<file path="src/rtl/iqtsg_pkg.sv">
package iqtsg_pkg;

    localparam int SAMP_W  = 16;
    localparam int PHASE_W = 3;
    localparam int LUT_N   = 1 << PHASE_W;
    localparam int QTR     = LUT_N / 4;

    localparam longint AMP_MAX  = (64'sd1 <<< (SAMP_W - 1)) - 1;
    localparam longint AMP_DIAG = (AMP_MAX * 46341 + 32768) >>> 16;
    localparam longint HALF_MAX = AMP_MAX >>> 1;
    localparam longint HALF_MIN = -(64'sd1 <<< (SAMP_W - 2));

    typedef logic signed [SAMP_W-1:0] samp_t;
    typedef logic [PHASE_W-1:0]       phase_t;

    typedef struct packed {
        samp_t i;
        samp_t q;
    } iq_t;

    typedef enum logic [1:0] {
        FR_UNUSED0 = 2'b00,
        FR_DIV8    = 2'b01,
        FR_DIV4    = 2'b10,
        FR_UNUSED3 = 2'b11
    } freq_e;

    function automatic samp_t tone_lut(input phase_t idx);
        samp_t v;
        case (idx)
            3'd1, 3'd3: v = samp_t'(AMP_DIAG);
            3'd2:       v = samp_t'(AMP_MAX);
            3'd5, 3'd7: v = samp_t'(-AMP_DIAG);
            3'd6:       v = samp_t'(-AMP_MAX);
            default:    v = '0;
        endcase
        return v;
    endfunction

    function automatic samp_t halve(input samp_t x);
        return x >>> 1;
    endfunction

    function automatic logic code_valid(input freq_e c);
        return (c == FR_DIV8) || (c == FR_DIV4);
    endfunction

endpackage

</file>
<file path="src/rtl/iqtsg_phase.sv">
module iqtsg_phase
    import iqtsg_pkg::*;
(
    input  logic  clk,
    input  logic  rst,
    input  freq_e freq,
    output iq_t   tone
);

    phase_t phase_q;
    phase_t phase_d;

    always_comb begin
        case (freq)
            FR_DIV8: phase_d = phase_q + phase_t'(1);
            FR_DIV4: phase_d = {phase_q[PHASE_W-1:1], 1'b0} + phase_t'(2);
            default: phase_d = phase_q;
        endcase
    end

    always_ff @(posedge clk) begin
        if (rst) phase_q <= '0;
        else     phase_q <= phase_d;
    end

    always_comb begin
        if (code_valid(freq)) begin
            tone.q = tone_lut(phase_q);
            tone.i = tone_lut(phase_q + phase_t'(QTR));
        end else begin
            tone.q = '0;
            tone.i = '0;
        end
    end

    assert_div8_step_R2: assert property (@(posedge clk) disable iff (rst)
        (freq == FR_DIV8) |=> (phase_q == $past(phase_q) + phase_t'(1)));

    assert_div4_even_R3: assert property (@(posedge clk) disable iff (rst)
        (freq == FR_DIV4) |=> (phase_q[0] == 1'b0));

    assert_unused_hold_R4: assert property (@(posedge clk) disable iff (rst)
        !code_valid(freq) |=> $stable(phase_q));

endmodule

</file>
<file path="src/rtl/iqtsg_dcreg.sv">
module iqtsg_dcreg
    import iqtsg_pkg::*;
(
    input  logic  clk,
    input  logic  rst,
    input  samp_t word,
    input  logic  ld_i,
    input  logic  ld_q,
    output iq_t   dc
);

    localparam int NCH = 2;

    logic [NCH-1:0] strobe;
    samp_t          held [NCH];

    assign strobe = {ld_q, ld_i};

    for (genvar c = 0; c < NCH; c++) begin : g_ch
        logic strobe_prev;

        always_ff @(posedge clk) begin
            if (rst) begin
                strobe_prev <= 1'b0;
                held[c]     <= '0;
            end else begin
                strobe_prev <= strobe[c];
                if (strobe[c] && !strobe_prev) held[c] <= word;
            end
        end

        assert_edge_load_R7: assert property (@(posedge clk) disable iff (rst)
            (strobe[c] && !strobe_prev) |=> (held[c] == $past(word)));

        assert_level_hold_R7: assert property (@(posedge clk) disable iff (rst)
            (strobe[c] && strobe_prev) |=> $stable(held[c]));
    end

    assign dc.i = held[0];
    assign dc.q = held[1];

endmodule

</file>
<file path="src/rtl/iqtsg_shape.sv">
module iqtsg_shape
    import iqtsg_pkg::*;
(
    input  logic mode_dc,
    input  logic full_scale,
    input  logic swap_iq,
    input  iq_t  tone,
    input  iq_t  dc,
    output iq_t  gen
);

    iq_t src;
    iq_t lvl;

    always_comb begin
        src = mode_dc ? dc : tone;
        if (full_scale) begin
            lvl = src;
        end else begin
            lvl.i = halve(src.i);
            lvl.q = halve(src.q);
        end
        if (swap_iq) begin
            gen.i = lvl.q;
            gen.q = lvl.i;
        end else begin
            gen = lvl;
        end
    end

endmodule

</file>
<file path="src/rtl/iqtsg_top.sv">
module iqtsg_top
    import iqtsg_pkg::*;
(
    input  logic                     clk,
    input  logic                     rst,
    input  logic                     mode_dc,
    input  logic [1:0]               freq_code,
    input  logic                     full_scale,
    input  logic                     swap_iq,
    input  logic                     sel_gen,
    input  logic signed [SAMP_W-1:0] dc_word,
    input  logic                     ld_dc_i,
    input  logic                     ld_dc_q,
    input  logic signed [SAMP_W-1:0] in_i,
    input  logic signed [SAMP_W-1:0] in_q,
    output logic signed [SAMP_W-1:0] out_i,
    output logic signed [SAMP_W-1:0] out_q
);

    freq_e freq;
    iq_t   tone;
    iq_t   dc;
    iq_t   gen;

    assign freq = freq_e'(freq_code);

    iqtsg_phase u_phase (
        .clk  (clk),
        .rst  (rst),
        .freq (freq),
        .tone (tone)
    );

    iqtsg_dcreg u_dcreg (
        .clk  (clk),
        .rst  (rst),
        .word (dc_word),
        .ld_i (ld_dc_i),
        .ld_q (ld_dc_q),
        .dc   (dc)
    );

    iqtsg_shape u_shape (
        .mode_dc    (mode_dc),
        .full_scale (full_scale),
        .swap_iq    (swap_iq),
        .tone       (tone),
        .dc         (dc),
        .gen        (gen)
    );

    assign out_i = sel_gen ? gen.i : in_i;
    assign out_q = sel_gen ? gen.q : in_q;

    assert_unused_zero_R4: assert property (@(posedge clk) disable iff (rst)
        (sel_gen && !mode_dc && !code_valid(freq)) |-> (out_i == '0 && out_q == '0));

    assert_half_range_R5: assert property (@(posedge clk) disable iff (rst)
        (sel_gen && !full_scale) |->
        (longint'(out_i) <= HALF_MAX && longint'(out_i) >= HALF_MIN &&
         longint'(out_q) <= HALF_MAX && longint'(out_q) >= HALF_MIN));

endmodule

</file>
<file path="config.mk">
export PLATFORM = sky130hd
export DESIGN_NAME = iqtsg_top
export DESIGN_NICKNAME = d
export VERILOG_FILES = /design/src/rtl/iqtsg_pkg.sv /design/src/rtl/iqtsg_phase.sv /design/src/rtl/iqtsg_dcreg.sv /design/src/rtl/iqtsg_shape.sv /design/src/rtl/iqtsg_top.sv
export SDC_FILE = /design/constraint.sdc
export NUM_CORES = 1
export LEC_CHECK = 0
export BUFFER_PORTS_ARGS = -buffer_cell sky130_fd_sc_hd__buf_4
export CAP_MARGIN = 20
export CORE_UTILIZATION = 49
export CTS_BUF_LIST = sky130_fd_sc_hd__clkbuf_16
export DETAILED_ROUTE_END_ITERATION = 6
export PLACE_DENSITY_LB_ADDON = 0.05
export SLEW_MARGIN = 10
export SYNTH_ARGS = -nofsm -noshare
export SYNTH_HDL_FRONTEND = slang
export SYNTH_HIERARCHICAL = 1
export SYNTH_SLANG_ARGS = --single-unit
</file>
<file path="constraint.sdc">
create_clock -name clk -period 2.91 [get_ports clk]
set_input_delay 0.1455 -clock clk [delete_from_list [all_inputs] [get_ports clk]]
set_output_delay 0.1455 -clock clk [all_outputs]
set_load 0.01 [all_outputs]
</file>
Word level (Yosys, flattened, before mapping)
Memories as Yosys holds them, arrays and structs flattened.
Index checks and enable logic that the tools add are counted.
Widths: inputs -> output; s select.
{"block": "totals", "register_bits": 5, "mem_bits_rw": 32, "out_inout_bits": 32, "word_cells": 52, "memories": 1}
{"memory": "u_dcreg.held", "depth": 2, "width": 16, "rd": 2, "rd_ports_with_merged_regs": 0, "write_ports": 2, "line": "iqtsg_dcreg.sv:15", "text": "samp_t held [NCH];"}
{"block": "classes", "add_sub_neg": 3, "n_eq_ne": 14, "muxes": 19, "bitwise": 2, "reduce_logical": 10}
{"op": "$pmux 16 s4", "count": 2}
{"op": "$mux 32", "count": 3}
{"op": "$mux 16", "count": 4}
{"op": "$mux 31", "count": 1}
{"op": "$eq 3x3->1 const B", "count": 6}
{"op": "$eq 3x2->1 const B", "count": 4}
{"op": "$mux 1", "count": 8}
{"op": "$reduce_or 2->1", "count": 4}
{"op": "$add 3x2->3 const B", "count": 2}
{"op": "$eq 3x1->1 const B", "count": 2}
{"op": "$pmux 3 s2", "count": 1}
{"op": "$add 3x1->3 const B", "count": 1}
{"op": "$eq 2x1->1 const B", "count": 1}
{"op": "$eq 2x2->1 const B", "count": 1}
{"op": "$logic_and 1x1->1", "count": 2}
{"op": "$logic_not 1->1", "count": 2}
{"op": "$or 1x1->1", "count": 2}
{"op": "$reduce_bool 2->1", "count": 1}
{"op": "$logic_or 1x1->1", "count": 1}

Longest topological paths before layout
Gate-level depths: netlist of the first run.
{"block": "depth", "word_depth": 9, "ltp_mapped": 9, "ltp_nobuf": 7}

Modules after synthesis
Netlist of the first run, hierarchy kept.
{"mod": "iqtsg_shape", "instances": 1, "cells_per_inst": 107, "area_each_um2": 1552.7, "seq_area_each_um2": 0.0}
{"mod": "iqtsg_dcreg", "instances": 1, "cells_per_inst": 76, "area_each_um2": 1293.7, "seq_area_each_um2": 1001.0}
{"mod": "iqtsg_top", "instances": 1, "cells_per_inst": 36, "area_each_um2": 544.3, "seq_area_each_um2": 0.0}
{"mod": "iqtsg_phase", "instances": 1, "cells_per_inst": 68, "area_each_um2": 505.5, "seq_area_each_um2": 60.1}

Worst setup path after synthesis of the first run
Ideal clock, no wire load.
{"block": "synth_timing", "kind": "register to output", "from": "reg u_phase.phase_q[1]", "to": "out out_i[11]", "arrival_time_ns": 2.250, "required_ns": 2.765, "setup_slack_ns": 0.515, "path_stages_with_launch": 10, "path_buffers": 2, "cell_sequence": "dfxtp_1 -> buf_4 -> inv_1 -> ha_1 -> nor3_1 -> nor3_1 -> buf_4 -> mux2_1 -> mux4_2 -> mux2_4"}
{"element": "start, declared", "line": "iqtsg_phase.sv:10", "text": "phase_t phase_q;"}
{"element": "start signal, assigned", "line": "iqtsg_phase.sv:23", "text": "else phase_q <= phase_d;"}
{"element": "end, declared", "line": "iqtsg_top.sv:16", "text": "output logic signed [SAMP_W-1:0] out_i,"}

==> results of run 1 <==
-- cells by family after synthesis --
| kind of cell | Yosys count | synth area share, % |
|---|---|---|
| compound gates | 11 | 1.830 |
| xor+xnor | 2 | 0.4497 |
| fa+ha+maj | 6 | 1.927 |
| buf+inv | 52 | 10.69 |
| flops | 37 | 27.23 |
| mux | 125 | 49.20 |
| simple gates | 54 | 8.671 |
-- stage by stage --
| step | worst slack [ps] | instances | TNS [ps] | hold WS [ps] | power (mW) |
|---|---|---|---|---|---|
| finish | 148.8 | 447 | 0 | 95.02 | 1.798 |
| global route | -9.727 | 447 | -9.727 | 98.52 | 1.894 |
| CTS | 84.16 | 447 | 0 | 91.76 | 1.811 |
| detailed placement | 268.3 | 439 | 0 | 379.0 | 1.313 |
| global placement | 337.5 | 439 | 0 | 373.8 | 1.302 |
| floorplan | 514.5 | 287 | 0 | 214.6 | 1.158 |
-- cell usage in the layout, fill, tap and decap left out --
cell type / instances
buf_4: 95
mux2_1: 46
mux2_4: 40
and2_1: 32
edfxtp_1: 32
mux4_2: 32
nor2_1: 8
inv_1: 7
mux2_2: 6
ha_1: 6
clkbuf_16: 5
dfxtp_1: 4
nor2b_1: 3
clkinv_2: 2
a21o_1: 2
nor3b_4: 2
nor3_2: 2
a211oi_1: 2
nor3_1: 2
a21oi_1: 2
and2b_1: 1
xor2_1: 1
xnor2_1: 1
nand2_1: 1
o21ai_1: 1
o21bai_1: 1
a21oi_2: 1
nor4_1: 1
mux2i_1: 1
o21ai_0: 1
or3_1: 1
nor3b_1: 1
a221oi_1: 1
dfxtp_2: 1
buf_12: 1
-- layout make-up --
cell class	instances	area, um2
sequential	37	1062
inverter	6	22.52
clock buffer	5	125.1
timing repair buffer	96	733.2
clock inverter	3	13.76
multi-input combinational	198	2432
tap	102	127.6
fill	658	3211
-- flip-flops by register name, indices dropped and copies added (netlist names) --
register / flops
u_dcreg/held: 32
u_phase/phase_q: 3
u_dcreg/g_ch.strobe_prev: 2
-- where the power goes --
| group | internal, mW | leakage [nW] | switching, mW |
|---|---|---|---|
| logic | 0.396 | 1.55 | 0.274 |
| registers | 0.613 | 0.398 | 0.0206 |
| clock network | 0.310 | 0.0748 | 0.184 |
-- layer usage --
layer,vias up,part of all wire (%),track usage (%)
li1,1175,-,-
met1,1187,48,26.43
met2,93,45,26.77
met3,4,6.6,2.596
met4,0,0.58,4.762
met5,-,0,0
-- worst max-delay path, cell delays in order (launching register included) --
cell and delay (ps):
dfxtp_1 320, inv_1 70, ha_1 250, a21oi_2 170
nor3_1 120, buf_4 210, mux2_1 310, mux4_2 470
mux2_4 270, buf_4 140
-- path summary, 6_finish.rpt --
kind / start / to / slack [ps] / depth (start not counted)
min: ld_dc_q / u_dcreg/g_ch[1].strobe_prev$_SDFF_PP0_ / 100 / 2
min reg2reg: u_phase/phase_q[2]$_SDFFE_PP0P_ / u_phase/phase_q[2]$_SDFFE_PP0P_ / 600 / 2
max reg2reg: u_phase/phase_q[0]$_SDFFE_PP0P_ / u_phase/phase_q[2]$_SDFFE_PP0P_ / 1550 / 5
max: u_phase/phase_q[0]$_SDFFE_PP0P_ / out_i[7] / 150 / 9
-- repair_timing --
item,in CTS,in global routing
setup endpoints to repair,11,28
hold endpoints to repair,0,0
resized for setup,1,3
buffers inserted,0,0
==> metrics, run 1 <==
pin count of the biggest net entering global routing=33; Initial Util=50.42%; CP max FO=12; HP Class=in2reg; EDFF count, synth=32; htree depth=2; hold_buf cts=0; share of the synthesized area in the top cell type=24.66%; DR vias=2459; Initial DRC Count=121; DIE HEIGHT=91.17 um; final layout net count=408; gr ovfl total=0; layout cells sized above 1=54.20%; CORE AREA=0.007727 mm2; CP endpoint kind=output port; GPL Wtd Cong=0.7852; flops & latches, synth=37; drt drc=0; clock latency on the worst-skew pair=270 ps; port bufs=89; Syn Area/Cell=13.58 um2; Worst EP arrival=2620 ps; Netlist cell types=32; Slew headroom=53.51%; status=finished, final reports clean; clk sinks=37; DP Wirelength=5.710 mm; antenna-violating nets left=0; sequential element share of the synthesized area=27.23%; fin. max-slew vios=0; syn nets=351; total wire length=7.289 mm; Worst Tran Pin Value=697.4 ps; clock period minus worst slack=2761 ps; Clock Skews=3.277 ps; count leader, synth=mux2_1; Power Density=398.2 mW/mm2; crit path kind=reg2out; Mapped Area=0.003896 mm2; CTS tree=built; initial antenna violation count=0; area leader, netlist=edfxtp_1; fin area=0.004517 mm2; # setup viols final=0; Antenna Cells=0; GRT Total Usage=17.70%; clk slew on worst S/H paths=50 ps; global-route wire length before repair=11.34 mm; Ys Warns=6; maximum VDD drop=0.0005866 V; asr flop ratio synth=0%; vias in the first global route=2179; max cap viols=0; Startpoint Class=register; post-synthesis cell count=287; final period utilization=94.89%; Critical Path RT=2760 ps; Final Hold Fails=0; Die Wd=91.17 um; area post-placement=0.004363 mm2; synth cell count leaders=mux2_1, mux2_4, and2_1, edfxtp_1, mux4_2; Synth Flop Type=edfxtp_1; P&R area growth vs syn=15.93%; # IOs=90; top cells by area, synth=edfxtp_1, mux4_2, mux2_4, mux2_1, and2_1; First-pass DRT Iterations=4; Max clock buf depth=2; Root Driver=clkbuf_16; Final Util=58.45%; Num CTS Buffers=5; vias per inst=5.501; Pleak=2.022 nW; die area=0.008312 mm2; row cnt=32; f_max=0.3622 GHz; wire length per cell=16.31 um
No activity file was read; power rests on OpenSTA's default activity.
==> run 2: changes to the inputs <==
--- a/config.mk
+++ b/config.mk
@@ -5,6 +5,7 @@
 export SDC_FILE = /design/constraint.sdc
 export NUM_CORES = 1
 export LEC_CHECK = 0
+export ABC_AREA = 1
 export BUFFER_PORTS_ARGS = -buffer_cell sky130_fd_sc_hd__buf_4
 export CAP_MARGIN = 20
 export CORE_UTILIZATION = 49
==> constraint.sdc (replaced) <==
create_clock -name clk -period 2.91 [get_ports clk]
set_input_delay 0.1455 -clock clk [delete_from_list [all_inputs] [get_ports clk]]
set_output_delay 0.1455 -clock clk [all_outputs]
set_load 0.1 [all_outputs]
==> run 2 against run 1 <==
  * Core utilization shrank 0.20 points
  * Final cell count is 52% higher
  * Total power is 23% higher
  * Synthesized area rose by 2.7%
  * Critical endpoint is now out_q[10]
  * Largest cell class unchanged
==> metrics, run 2 <==
Synth Area in Compound Gates=1.126%; # setup viols final=0; crit path max-delay cell type=dfxtp_1; non-filler instance count after layout=679; clock power share=26.3%; Critical Path RT=2760 ps; die area=0.008531 mm2; port bufs=89; largest family of logic cells by synthesized area=simple AND/OR/NAND/NOR gates; Bufs and invs on worst path=4; mux contribution to synthesized area=0%; Sw Share=41.61%; worst setup margin=312.9 ps; Mapped Area=0.004001 mm2; initial antenna violation count=0; Pleak=2.502 nW; clk sinks=37; vias in the first global route=3058; fin. max-slew vios=0; RSZ-0062 raised after global routing=no; pin count of the biggest net entering global routing=34; placed cell count=671; CORE AREA=0.007807 mm2; Netlist cell types=28; max cap viols=0; syn nets=589; global-route wire length before repair=14.95 mm; Final Util=58.25%; final layout net count=640; CP endpoint kind=output port; Post-Synth Simple-Gate Area=54.75%; GRT Total Usage=21.69%; area leader, netlist=edfxtp_1; GPL Wtd Cong=0.8382; CTS tree=built; flops & latches, synth=37; Startpoint Class=register; Clock Skews=1.583 ps; Die Wd=92.37 um; Sum Neg Setup Slack=0 ps; Worst Tran Pin Value=978.4 ps; clock period minus worst slack=2597 ps; Synth Area in XOR/XNOR=0%; Syn Area/Cell=7.622 um2; worst hold start=rst; combinational power share=45.1%; # IOs=90; wire length per cell=12.98 um; Power Density=487.2 mW/mm2; Overall Power=2.216 mW; switching pwr=0.9219 mW; Initial Util=51.25%; P&R area growth vs syn=13.66%; CP delay by family, top=simple AND/OR/NAND/NOR gates; area post-placement=0.004385 mm2; crit path launch=u_phase/phase_q[0]$_SDFFE_PP0P_; DR vias=3381; # Post-CTS Setup Buffers=0; f_max=0.3850 GHz; CP max FO=8; fin area=0.004548 mm2; Largest register FFs=32; Worst EP arrival=2450 ps; largest register by flop count=u_dcreg/held; top cells by area, synth=edfxtp_1, nand2_1, nand3_2, nand3_1, nand2_4; Critical Path, Cell by Cell=inv_1 > ha_1 > inv_1 > nor2_1 > nor2_1 > nor3_2 > buf_4 > nand2_4 > nand3_2 > nand3_1 > nand2_1 > nand2_1 > nand2_1 > buf_4; CP max stage delay=340 ps; status=finished, final reports clean; largest registers=u_dcreg/held: 32 flops, u_phase/phase_q: 3 flops, u_dcreg/g_ch.strobe_prev: 2 flops; CP dominant cell by count=nand2_1; Root Driver=clkbuf_16; Synth Flop Type=edfxtp_1; DP Wirelength=6.525 mm; Antenna Cells=0; count leader, synth=nand2_1; clock latency on the worst-skew pair=270 ps; clk slew on worst S/H paths=50 ps; Synth Area in Adders=1.876%; synth cell count leaders=nand2_1, nand3_1, nand3_2; post-synthesis cell count=525; sequential element share of the synthesized area=26.52%; EDFF count, synth=32; Hold WS=89.44 ps; Slew headroom=34.70%; Final Hold Fails=0; htree depth=2; DIE HEIGHT=92.37 um; Initial DRC Count=217; most frequent cells in the layout=nand2_1, buf_4, nand3_1; row cnt=32; R2R Path Start=u_phase/phase_q[1]$_SDFFE_PP0P_; final period utilization=89.25%; Post-CTS Resized=0; gr ovfl total=0; Num CTS Buffers=5; asr flop ratio synth=0%; maximum VDD drop=0.0004718 V; sequential share of power=28.7%; vias per inst=4.979; First-pass DRT Iterations=5; layout cells sized above 1=37.95%; antenna-violating nets left=0; total wire length=8.814 mm; Max clock buf depth=2; hold_buf cts=0; commonest non-fill, non-tap cell in the layout=nand2_1; share of the synthesized area in the top cell type=24.02%; internal power=1.294 mW; Place WS=511.8 ps; crit path kind=reg2out; Ys Warns=6; drt drc=0; HP Class=in2reg
## run 2: changes by cell type after synthesis, sizes merged, moves of 3 or more
| cell | change |
|---|---|
| clkbuf | +3 |
| o21ai | +3 |
| nor2 | +41 |
| nor2b | -3 |
| mux4 | -32 |
| and2 | -31 |
| buf | +3 |
| nand3 | +125 |
| mux2 | -92 |
| nand2 | +201 |
| inv | +33 |
## run 2: power groups by stage
stage                     sequential (mW)  clock, mW  combinational [mW]
after CTS                           0.635      0.589               0.998
final                               0.635      0.582               0.999
after global placement              0.645          0               0.986
after floorplan                     0.642          0               0.858
after detailed placement            0.646          0               0.996
after global routing                0.639      0.617                1.07
## run 2: final cells by class
class / instances / area, um2
multi-input cells: 397 / 2315
fillers: 752 / 3259
clock inverters: 3 / 37.54
clock buffers: 5 / 125.1
flip-flops and latches: 37 / 1061
well taps: 102 / 127.6
repair buffers: 96 / 720.7
inverters: 39 / 161.4
## run 2: path summary, 6_finish.rpt
kind	endpoint	depth (start not counted)	slack (ps)
min reg2reg	u_phase/phase_q[0]$_SDFFE_PP0P_	2	580
max	out_q[10]	14	310
max reg2reg	u_phase/phase_q[1]$_SDFFE_PP0P_	6	1670
min	u_dcreg/g_ch[1].strobe_prev$_SDFF_PP0_	2	90
## run 2: cell families after synthesis
| kind of cell | count (synthesis) |
|---|---|
| AO/OA/AOI/OAI | 9 |
| flip-flops | 37 |
| adder cells (fa/ha/maj) | 6 |
| buffers and inverters | 91 |
| AND/OR/NAND/NOR | 382 |
## run 2: layer usage
layer / wire length, um / up-vias / global-route usage, %
met5: 0 / - / 0
met4: 116 / 0 / 5.339
met3: 551 / 11 / 2.381
met2: 3520 / 120 / 31.73
met1: 4625 / 1482 / 33.70
li1: - / 1768 / -
==> run 3: changes to the inputs <==
--- a/config.mk
+++ b/config.mk
@@ -11,8 +11,8 @@
 export CORE_UTILIZATION = 49
 export CTS_BUF_LIST = sky130_fd_sc_hd__clkbuf_16
 export DETAILED_ROUTE_END_ITERATION = 6
-export PLACE_DENSITY_LB_ADDON = 0.05
-export SLEW_MARGIN = 10
+export PLACE_DENSITY = 0.84
+export RECOVER_POWER = 25
 export SYNTH_ARGS = -nofsm -noshare
 export SYNTH_HDL_FRONTEND = slang
 export SYNTH_HIERARCHICAL = 1
==> run 3 against run 2 <==
  * Largest power group unchanged
  * Clock power grew 2%
  * Fmax shrank 2.8%
  * Highest routed layer unchanged
  * Critical path type unchanged
  * Wire length shrank 1.2%
  * Final cell count is the same
==> metrics, run 3 (synthesized netlist as in run 2, its figures left out) <==
status=finished, final reports clean; Largest register FFs=32; commonest non-fill, non-tap cell in the layout=nand2_1; largest registers=u_dcreg/held: 32 flops, u_phase/phase_q: 3 flops, u_dcreg/g_ch.strobe_prev: 2 flops; vias in the first global route=3109; Worst EP arrival=2530 ps; layout cells sized above 1=37.61%; worst setup margin=239.3 ps; area post-placement=0.004385 mm2; crit path kind=reg2out; clk slew on worst S/H paths=60 ps; DIE HEIGHT=92.37 um; DP Wirelength=6.581 mm; htree depth=2; initial antenna violation count=0; CP endpoint kind=output port; Hold Path Depth=2; # setup viols final=0; final period utilization=91.78%; # IOs=90; Final Util=57.95%; non-filler instance count after layout=679; max cap viols=0; hold_buf cts=0; Sum Neg Setup Slack=0 ps; Max clock buf depth=2; Initial Util=51.25%; Post-CTS Resized=0; pin count of the biggest net entering global routing=34; clock latency on the worst-skew pair=270 ps; # Post-CTS Setup Buffers=0; Final Hold Fails=0; port bufs=89; row cnt=32; clk sinks=37; Num CTS Buffers=5; GPL Wtd Cong=0.8533; P&R area growth vs syn=13.07%; total wire length=8.705 mm; RSZ-0062 raised after global routing=no; Critical Path RT=2760 ps; Power Density=492.3 mW/mm2; placed cell count=671; Place WS=523.3 ps; fin area=0.004524 mm2; HP Class=in2reg; First-pass DRT Iterations=5; fillers=687; Root Driver=clkbuf_16; GRT Total Usage=21.03%; DR vias=3445; gr ovfl total=0; CTS tree=built; Slew headroom=34.05%; Pleak=2.488 nW; R2R cell count=3; Hold WS=95.50 ps; Clock Skews=3.112 ps; Antenna Cells=0; die area=0.008531 mm2; clock period minus worst slack=2671 ps; vias per inst=5.074; f_max=0.3744 GHz; Die Wd=92.37 um; wire length per cell=12.82 um; Startpoint Class=register; Overall Power=2.227 mW; CP max FO=8; maximum VDD drop=0.0003391 V; Initial DRC Count=302; Worst Tran Pin Value=988.2 ps; most frequent cells in the layout=nand2_1, buf_4, nand3_1; global-route wire length before repair=14.33 mm; fin. max-slew vios=0; largest register by flop count=u_dcreg/held; final layout net count=640; drt drc=0; antenna-violating nets left=0; CORE AREA=0.007807 mm2
[run 3: cell types whose count changed in the layout (fill, tap and decap cells not counted), moves of 2 or more]
cell      change
nand3_4       -2
clkbuf_1      +2
nand3_1       +2
buf_4         -2
[run 3: area by class of cell]
type / count / area, um2 / area share [%]
clock buffer: 5 / 125.1 / 2.765
clock inverter: 3 / 46.29 / 1.023
inverter: 39 / 161.4 / 3.567
multi-input combinational: 397 / 2290 / 50.61
sequential: 37 / 1061 / 23.45
tap: 102 / 127.6 / 2.821
timing repair buffer: 96 / 713.2 / 15.76
[run 3: worst paths after layout]
kind | from | to | slack [ps]
hold reg to reg | u_phase/phase_q[2]$_SDFFE_PP0P_ | u_phase/phase_q[2]$_SDFFE_PP0P_ | 620
setup reg to reg | u_dcreg/g_ch[1].strobe_prev$_SDFF_PP0_ | u_dcreg/held[1][4]$_SDFFCE_PN0P_ | 1440
setup / recovery | u_phase/phase_q[0]$_SDFFE_PP0P_ | out_q[10] | 240
hold / removal | rst | u_dcreg/g_ch[0].strobe_prev$_SDFF_PP0_ | 100
[run 3: critical path, cell delays in order, from the launching register on]
cell	delay, ps
dfxtp_1	340
inv_1	140
ha_1	200
inv_1	60
nor2_1	150
nor2_1	110
nor3_2	130
buf_4	280
nand2_4	90
nand3_2	90
nand3_1	80
nand2_1	140
nand2_1	60
nand2_1	80
buf_4	280
[run 3: per-layer routing]
layer  wire, um  vias up  part of all wire [%]  global-route usage [%]
met4        129        0                   1.5                   6.901
met5          0        -                     0                       0
met2       3886      140                    45                   33.46
met1       4060     1528                    47                   29.56
li1           -     1768                     -                       -
met3        629        9                   7.2                   2.545
[run 3: power breakdown]
part | internal [mW] | leakage, nW | total [mW] | switching [mW]
registers | 0.620 | 0.387 | 0.636 | 0.0160
clock network | 0.404 | 0.0800 | 0.596 | 0.192
logic | 0.275 | 2.02 | 0.996 | 0.721
